File: config.mk
export PLATFORM = sky130hd
export DESIGN_NAME = wsync_tx_sequencer
export DESIGN_NICKNAME = d
export VERILOG_FILES = /design/src/rtl/wsync_pkg.sv /design/src/rtl/wsync_slot_sel.sv /design/src/rtl/wsync_enc8b10b.sv /design/src/rtl/wsync_tx_sequencer.sv
export SDC_FILE = /design/constraint.sdc
export NUM_CORES = 1
export LEC_CHECK = 0
export BUFFER_PORTS_ARGS = -buffer_cell sky130_fd_sc_hd__buf_2
export CAP_MARGIN = 20
export CORE_MARGIN = 5
export CORE_UTILIZATION = 41
export CTS_CLUSTER_SIZE = 25
export DETAILED_ROUTE_END_ITERATION = 10
export MAX_ROUTING_LAYER = met4
export SKIP_LAST_GASP = 1
export SLEW_MARGIN = 20
export SYNTH_ARGS = -nofsm -noshare
export SYNTH_HDL_FRONTEND = slang
export SYNTH_SLANG_ARGS = --single-unit
File: constraint.sdc
create_clock -name clk -period 7.6 [get_ports clk]
set_clock_uncertainty 0.05 [all_clocks]
set_input_delay 1.52 -clock clk [delete_from_list [all_inputs] [get_ports clk]]
set_output_delay 1.52 -clock clk [all_outputs]
set_load 0.05 [all_outputs]
File: src/rtl/wsync_pkg.sv
package wsync_pkg;
  typedef enum logic [1:0] {
    SLOT_DATA  = 2'd0,
    SLOT_IDLE  = 2'd1,
    SLOT_KSPEC = 2'd2,
    SLOT_SYNC  = 2'd3
  } slot_kind_e;

  localparam logic [7:0] IDLE_BYTE = 8'hBC;   // K28.5 selector
  localparam logic [9:0] IDLE_NEG  = 10'h17C; // K28.5 at negative disparity, bit0 first
  localparam logic [9:0] IDLE_POS  = 10'h283; // K28.5 at positive disparity
endpackage

File: src/rtl/wsync_slot_sel.sv
// Input stage: classifies each slot and runs the burst lockout counter.
module wsync_slot_sel
  import wsync_pkg::*;
#(
  parameter int unsigned BURST_LEN = 16,
  localparam int unsigned IDX_W = $clog2(BURST_LEN)
) (
  input  logic             clk,
  input  logic             rst_n,
  input  logic             raw_mode,
  input  logic [7:0]       tx_byte,
  input  logic             ctl_sel,
  input  logic             kspec_en,
  input  logic             sync_req,
  output slot_kind_e       slot_kind,
  output logic [7:0]       slot_byte,
  output logic [IDX_W-1:0] slot_idx
);
  localparam logic [IDX_W-1:0] LAST_IDX = IDX_W'(BURST_LEN - 1);

  logic [IDX_W-1:0] lock_cnt;
  logic             locked;

  assign locked = (lock_cnt != '0);

  always_ff @(posedge clk) begin
    if (!rst_n) begin
      lock_cnt  <= '0;
      slot_kind <= SLOT_DATA;
      slot_byte <= '0;
      slot_idx  <= '0;
    end else if (raw_mode) begin
      lock_cnt  <= '0;
      slot_kind <= SLOT_DATA;
      slot_byte <= '0;
      slot_idx  <= '0;
    end else if (locked) begin
      slot_kind <= SLOT_SYNC;
      slot_idx  <= lock_cnt;
      lock_cnt  <= (lock_cnt == LAST_IDX) ? '0 : lock_cnt + 1'b1;
    end else if (sync_req) begin
      slot_kind <= SLOT_SYNC;
      slot_idx  <= '0;
      lock_cnt  <= IDX_W'(1);
    end else if (!ctl_sel) begin
      slot_kind <= SLOT_DATA;
      slot_byte <= tx_byte;
    end else if (!kspec_en) begin
      slot_kind <= SLOT_IDLE;
    end else begin
      slot_kind <= SLOT_KSPEC;
      slot_byte <= tx_byte;
    end
  end

  AST_LOCK_STEP: assert property (@(posedge clk) disable iff (!rst_n)
    (!raw_mode && slot_kind == SLOT_SYNC && slot_idx != LAST_IDX)
      |=> (slot_kind == SLOT_SYNC && slot_idx == $past(slot_idx) + 1'b1));

  AST_RESTART: assert property (@(posedge clk) disable iff (!rst_n)
    (!raw_mode && sync_req && slot_kind == SLOT_SYNC && slot_idx == LAST_IDX)
      |=> (slot_kind == SLOT_SYNC && slot_idx == '0));
endmodule

File: src/rtl/wsync_enc8b10b.sv
// Combinational 8b/10b encoder; code bit 0 is the first transmitted (a) bit.
module wsync_enc8b10b (
  input  logic [7:0] byte_in,
  input  logic       is_k,
  input  logic       rd_in,
  output logic [9:0] code,
  output logic       rd_out
);
  function automatic logic [5:0] six_neg(input logic [4:0] x);
    case (x)
      5'd0:  return 6'b100111;  5'd1:  return 6'b011101;
      5'd2:  return 6'b101101;  5'd3:  return 6'b110001;
      5'd4:  return 6'b110101;  5'd5:  return 6'b101001;
      5'd6:  return 6'b011001;  5'd7:  return 6'b111000;
      5'd8:  return 6'b111001;  5'd9:  return 6'b100101;
      5'd10: return 6'b010101;  5'd11: return 6'b110100;
      5'd12: return 6'b001101;  5'd13: return 6'b101100;
      5'd14: return 6'b011100;  5'd15: return 6'b010111;
      5'd16: return 6'b011011;  5'd17: return 6'b100011;
      5'd18: return 6'b010011;  5'd19: return 6'b110010;
      5'd20: return 6'b001011;  5'd21: return 6'b101010;
      5'd22: return 6'b011010;  5'd23: return 6'b111010;
      5'd24: return 6'b110011;  5'd25: return 6'b100110;
      5'd26: return 6'b010110;  5'd27: return 6'b110110;
      5'd28: return 6'b001110;  5'd29: return 6'b101110;
      5'd30: return 6'b011110;  default: return 6'b101011;
    endcase
  endfunction

  logic [4:0] x;
  logic [2:0] y;
  logic [5:0] c6n, c6;
  logic [3:0] c4n, c4;
  logic       un6, un4, rd_mid, alt7, kflip;
  logic [9:0] fwd;

  always_comb begin
    x      = byte_in[4:0];
    y      = byte_in[7:5];
    c6n    = (is_k && x == 5'd28) ? 6'b001111 : six_neg(x);
    un6    = ($countones(c6n) != 3);
    c6     = (rd_in && (un6 || x == 5'd7)) ? ~c6n : c6n;
    rd_mid = rd_in ^ un6;
    alt7   = is_k
           || (!rd_mid && (x == 5'd17 || x == 5'd18 || x == 5'd20))
           || ( rd_mid && (x == 5'd11 || x == 5'd13 || x == 5'd14));
    case (y)
      3'd0:    c4n = 4'b1011;
      3'd1:    c4n = 4'b1001;
      3'd2:    c4n = 4'b0101;
      3'd3:    c4n = 4'b1100;
      3'd4:    c4n = 4'b1101;
      3'd5:    c4n = 4'b1010;
      3'd6:    c4n = 4'b0110;
      default: c4n = alt7 ? 4'b0111 : 4'b1110;
    endcase
    un4    = ($countones(c4n) != 2);
    kflip  = is_k && !rd_mid && (y == 3'd1 || y == 3'd2 || y == 3'd5 || y == 3'd6);
    if (rd_mid && (un4 || y == 3'd3)) c4 = ~c4n;
    else if (kflip)                   c4 = ~c4n;
    else                              c4 = c4n;
    rd_out = rd_mid ^ un4;
    fwd    = {c6, c4};
    for (int i = 0; i < 10; i++) code[i] = fwd[9-i];
  end
endmodule

File: src/rtl/wsync_tx_sequencer.sv
// Top: slot selection, encoding and the output/disparity register.
module wsync_tx_sequencer
  import wsync_pkg::*;
#(
  parameter int unsigned BURST_LEN = 16  // even, at least 4
) (
  input  logic       clk,
  input  logic       rst_n,
  input  logic       raw_mode,
  input  logic [7:0] tx_byte,
  input  logic       ctl_sel,
  input  logic       kspec_en,
  input  logic       sync_req,
  output logic [9:0] char_out,
  output logic       rd_pos,
  output logic       sync_busy
);
  localparam int unsigned IDX_W = $clog2(BURST_LEN);
  localparam logic [IDX_W-1:0] LAST_IDX = IDX_W'(BURST_LEN - 1);

  slot_kind_e       slot_kind;
  logic [7:0]       slot_byte;
  logic [IDX_W-1:0] slot_idx;
  logic [7:0]       enc_byte;
  logic             enc_k;
  logic [9:0]       enc_code;
  logic             enc_rd;
  logic             base_q;
  logic             sync_pol;

  // Polarity offset of burst slot i relative to the starting disparity.
  function automatic logic burst_flip(input logic [IDX_W-1:0] i);
    int unsigned iv;
    iv = 32'(i);
    return (iv < 4) ? (iv >= 2) : i[0];
  endfunction

  wsync_slot_sel #(.BURST_LEN(BURST_LEN)) u_sel (
    .clk(clk), .rst_n(rst_n), .raw_mode(raw_mode), .tx_byte(tx_byte),
    .ctl_sel(ctl_sel), .kspec_en(kspec_en), .sync_req(sync_req),
    .slot_kind(slot_kind), .slot_byte(slot_byte), .slot_idx(slot_idx)
  );

  assign enc_byte = (slot_kind == SLOT_IDLE) ? IDLE_BYTE : slot_byte;
  assign enc_k    = (slot_kind != SLOT_DATA);

  wsync_enc8b10b u_enc (
    .byte_in(enc_byte), .is_k(enc_k), .rd_in(rd_pos),
    .code(enc_code), .rd_out(enc_rd)
  );

  assign sync_pol = ((slot_idx == '0) ? rd_pos : base_q) ^ burst_flip(slot_idx);

  always_ff @(posedge clk) begin
    if (!rst_n) begin
      char_out  <= '0;
      rd_pos    <= 1'b0;
      sync_busy <= 1'b0;
      base_q    <= 1'b0;
    end else if (raw_mode) begin
      char_out  <= {sync_req, ctl_sel, tx_byte};
      sync_busy <= 1'b0;
    end else if (slot_kind == SLOT_SYNC) begin
      char_out  <= sync_pol ? IDLE_POS : IDLE_NEG;
      rd_pos    <= ~sync_pol;
      sync_busy <= 1'b1;
      if (slot_idx == '0) base_q <= rd_pos;
    end else begin
      char_out  <= enc_code;
      rd_pos    <= enc_rd;
      sync_busy <= 1'b0;
    end
  end

  AST_IDLE_CODE: assert property (@(posedge clk) disable iff (!rst_n)
    (!raw_mode && slot_kind == SLOT_IDLE)
      |=> ((char_out == IDLE_NEG && rd_pos) || (char_out == IDLE_POS && !rd_pos)));

  AST_ONES_RANGE: assert property (@(posedge clk) disable iff (!rst_n)
    (!raw_mode && slot_kind != SLOT_SYNC)
      |-> ($countones(enc_code) >= 4 && $countones(enc_code) <= 6));

  AST_RD_TRACK: assert property (@(posedge clk) disable iff (!rst_n)
    (!raw_mode && slot_kind != SLOT_SYNC)
      |-> (($countones(enc_code) == 5) == (enc_rd == rd_pos)));

  AST_BURST_RESTORE: assert property (@(posedge clk) disable iff (!rst_n)
    (!raw_mode && slot_kind == SLOT_SYNC && slot_idx == LAST_IDX)
      |=> (rd_pos == base_q));

  AST_BUSY_IDLE: assert property (@(posedge clk) disable iff (!rst_n)
    sync_busy |-> (char_out == IDLE_NEG || char_out == IDLE_POS));

  AST_RAW_HOLD: assert property (@(posedge clk) disable iff (!rst_n)
    raw_mode |=> (!sync_busy && $stable(rd_pos)));
endmodule

==> metrics.md <==
| Metric | Value |
|---|---|
| Status | `finished, final reports clean` |
| Sum of negative setup slack | `0 ns` |
| Die Footprint | `7100 µm²` |
| Placement Rows | `27` |
| Async SR Flop Fraction | `0` |
| Synth Cell Area | `2260 µm²` |
| Reg2Reg Depth | `23` |
| Post-layout min period | `5.85 ns` |
| Slew @ Worst Pin | `0.905 ns` |
| Power Density | `233 nW/µm²` |
| Area contributors post-synth | `dfxtp_1, ha_1, mux2i_1` |
| Layout area overhead | `12.2%` |
| Largest net degree at the start of global routing | `26` |
| Combinational share of power | `0.397` |
| Switching power | `224 µW` |
| Clk pwr share | `0.281` |
| Avg Vias per Cell | `5.42` |
| Global-route wire length before repair | `9.19 mm` |
| Top cell type's share of synthesized area | `0.275` |
| Max-slew violations | `0` |
| Post-CTS setup buffer count | `0` |
| YS warnings | `0` |
| Final worst path period share | `0.769` |
| Vias | `1995` |
| CTS Buf Count | `5` |
| IR drop worst, VDD | `98.9 µV` |
| Post-Synthesis Cells | `275` |
| Initial DRC count | `180` |
| Effective utilization at floorplan | `0.415` |
| MaxCap Viol Count | `0` |
| Leading area contributor after synthesis | `dfxtp_1` |
| RSZ-0062 raised after global routing | `false` |
| Post-synthesis register bit count | `31` |
| Remaining antenna violation count | `0` |
| Total Wirelength | `5.60 mm` |
| WL/cell | `15.2 µm` |
| Initial antenna violation count | `0` |
| Clock slew at reported path FFs | `0.07 ns` |
| Synth Flop Type | `dfxtp_1` |
| Nets@finish | `331` |
| Ratio of cells with drive above 1 in the final layout | `0.135` |
| Setup-failing EPs final | `0` |
| Min-Delay Path Class | `reg2reg` |
| Endpoints failing hold | `0` |
| CTS tree | `yes` |
| # DRC | `0` |
| Pint | `367 µW` |
| Setup crit start kind | `register` |
| Tot GR Track Use | `0.165` |
| Relative slew margins | `0.395` |
| Reg power frac | `0.322` |
| CTS sink cnt | `31` |
| Syn_nets | `311` |
| Netlist cell types | `51` |
| Post-synth EDFFs | `0` |
| RD Place Congestion | `0.905` |
| WHS | `0.450 ns` |
| Crit-path max FO | `9` |
| Fmax | `171 MHz` |
| CTS Root Cell | `clkbuf_8` |
| Clk Latency, worst-skew pair | `0.29 ns` |
| CP most frequent cell | `ha_1` |
| Finished Layout Cells | `368` |
| Worst EP required | `7.73 ns` |
| Core Footprint | `5440 µm²` |
| Chip width | `84.2 µm` |
| Sequential area share after synthesis | `0.275` |
| Max incr delay on CP | `0.42 ns` |
| Clock Tree Buf Depth | `2` |
| Number of global-route vias before repair | `1846` |
| # port buffers | `25` |
| CP max stage cell | `fa_1` |
| Cell chain of the critical path | `nand2b_1 > and2_1 > inv_1 > ha_1 > and2_1 > o211a_1 > a2111oi_0 > o21ai_0 > ha_1 > fa_1 > ha_1 > and4bb_4 > xor2_4 > mux2i_1 > a211oi_1 > a211o_1 > ha_1 > xor2_1 > a21oi_1 > xnor2_1 > nor3_1 > o21ai_0 > a21oi_1` |
| WP data arrival | `5.97 ns` |
| DR pass1 iterations | `4` |
| H-tree depth | `2` |
| CTS Hold Bufs | `0` |
| Sw Ratio | `0.380` |
| Critical path type | `reg2reg` |
| Total grt overflow | `0` |
| Resized cells post-CTS | `0` |
| Final HPWL DP | `4.21 mm` |
| Hold depth | `2` |
| Io pins | `26` |
| Post-synthesis area per instance | `8.22 µm²` |
| Leak | `0.00109 µW` |
| CP Capture Type | `register` |
| Die Height | `84.2 µm` |
| Placed cell count | `360` |
| Ant. Diodes | `0` |
## synth_stat cells, types with 2 or more instances
master / number
nor2_1: 31
and2_1: 5
nor3b_1: 4
nand3_1: 5
dfxtp_1: 31
mux2i_1: 15
fa_1: 2
a211oi_1: 3
a21oi_1: 18
buf_2: 3
o21ai_0: 16
o211ai_1: 3
o21bai_1: 3
inv_1: 14
clkbuf_1: 7
a221oi_1: 3
xor2_1: 7
o31ai_1: 3
a311oi_1: 2
nor3_1: 6
nor2b_1: 5
a221o_1: 2
o21a_1: 2
ha_1: 20
xnor2_1: 6
or3_1: 2
a2111oi_0: 4
nand2_1: 28
nand2b_1: 2
nand3b_1: 2
## per-layer routing
| metal | GRT usage | wire length [µm] | up-vias |
|---|---|---|---|
| li1 | - | - | 1011 |
| met1 | 0.231 | 2840 | 922 |
| met2 | 0.240 | 2410 | 54 |
| met3 | 0.0304 | 286 | 8 |
| met4 | 0.0482 | 64 | 0 |
| met5 | - | 0 | - |
## cell type report
type	instances	area [µm²]
Clock inverter	3	43.8
Clock buffer	5	68.8
Multi-Input combinational cell	217	1530
Inverter	15	56.3
Fill cell	541	2900
Timing Repair Buffer	25	125
Sequential cell	31	621
Tap cell	72	90.1
## through the flow
step                      worst slack (ns)  power [µW]   util  area, µm²
after floorplan                       2.20         382      -       2260
after global placement                1.95         426  0.445       2420
after detailed placement              1.80         427  0.445       2420
after CTS                             1.78         595  0.466       2530
after global routing                  1.32         625  0.466       2530
final                                 1.75         591  0.466       2530
## power by group through the flow
stage	clock network (µW)	registers, µW	logic [µW]
floorplan	0	234	148
global placement	0	194	232
detailed placement	0	194	233
CTS	170	191	234
global route	177	192	256
finish	166	190	235
## state kept, by name (all words and copies together), names as in the netlist
signal           cells
base_q               1
char_out            10
rd_pos               1
sync_busy            1
u_sel.lock_cnt       4
u_sel.slot_byte      8
u_sel.slot_idx       4
u_sel.slot_kind      2
## path summary, 6_finish.rpt
| check | to | startpoint | slack [ns] |
|---|---|---|---|
| worst min-delay path | u_sel.slot_idx[3]$_SDFFE_PP0P_ | u_sel.slot_idx[3]$_SDFFE_PP0P_ | 0.45 |
| worst max-delay path | rd_pos$_SDFFE_PN0N_ | u_sel.slot_kind[1]$_SDFF_PP0_ | 1.75 |
| worst max register to register | rd_pos$_SDFFE_PN0N_ | u_sel.slot_kind[1]$_SDFF_PP0_ | 1.75 |
| worst min register to register | u_sel.slot_idx[3]$_SDFFE_PP0P_ | u_sel.slot_idx[3]$_SDFFE_PP0P_ | 0.45 |
## critical path, delay by kind of cell, from the launching register on
kind	cells	cell delay, ns
multiplexers	1	0.26
buffers and inverters	1	0.14
AND/OR/NAND/NOR	5	1.16
adder cells (fa/ha/maj)	5	1.63
AO/OA/AOI/OAI	8	1.60
flip-flops	1	0.38
XOR/XNOR	3	0.50
## cells in the final DEF, fill, tap and decap left out, drive strengths merged, types with 6 or more instances in the layout
master / instances
mux2i: 16
o21ai: 17
dfxtp: 31
nor2: 31
xor2: 8
xnor2: 6
ha: 20
nand2: 28
nor3: 6
a21oi: 18
inv: 14
buf: 25
## kinds of logic (layout without fill, tap and decap cells)
family,after synthesis,count (layout),synth area share
AO/OA/AOI/OAI,71,71,0.215
XOR/XNOR,14,14,0.0626
adder cells (fa/ha/maj),22,22,0.128
buffers and inverters,27,48,0.0482
flip-flops,31,31,0.275
multiplexers,16,16,0.0725
AND/OR/NAND/NOR,94,94,0.199
Power figures use the tool's default switching activity.
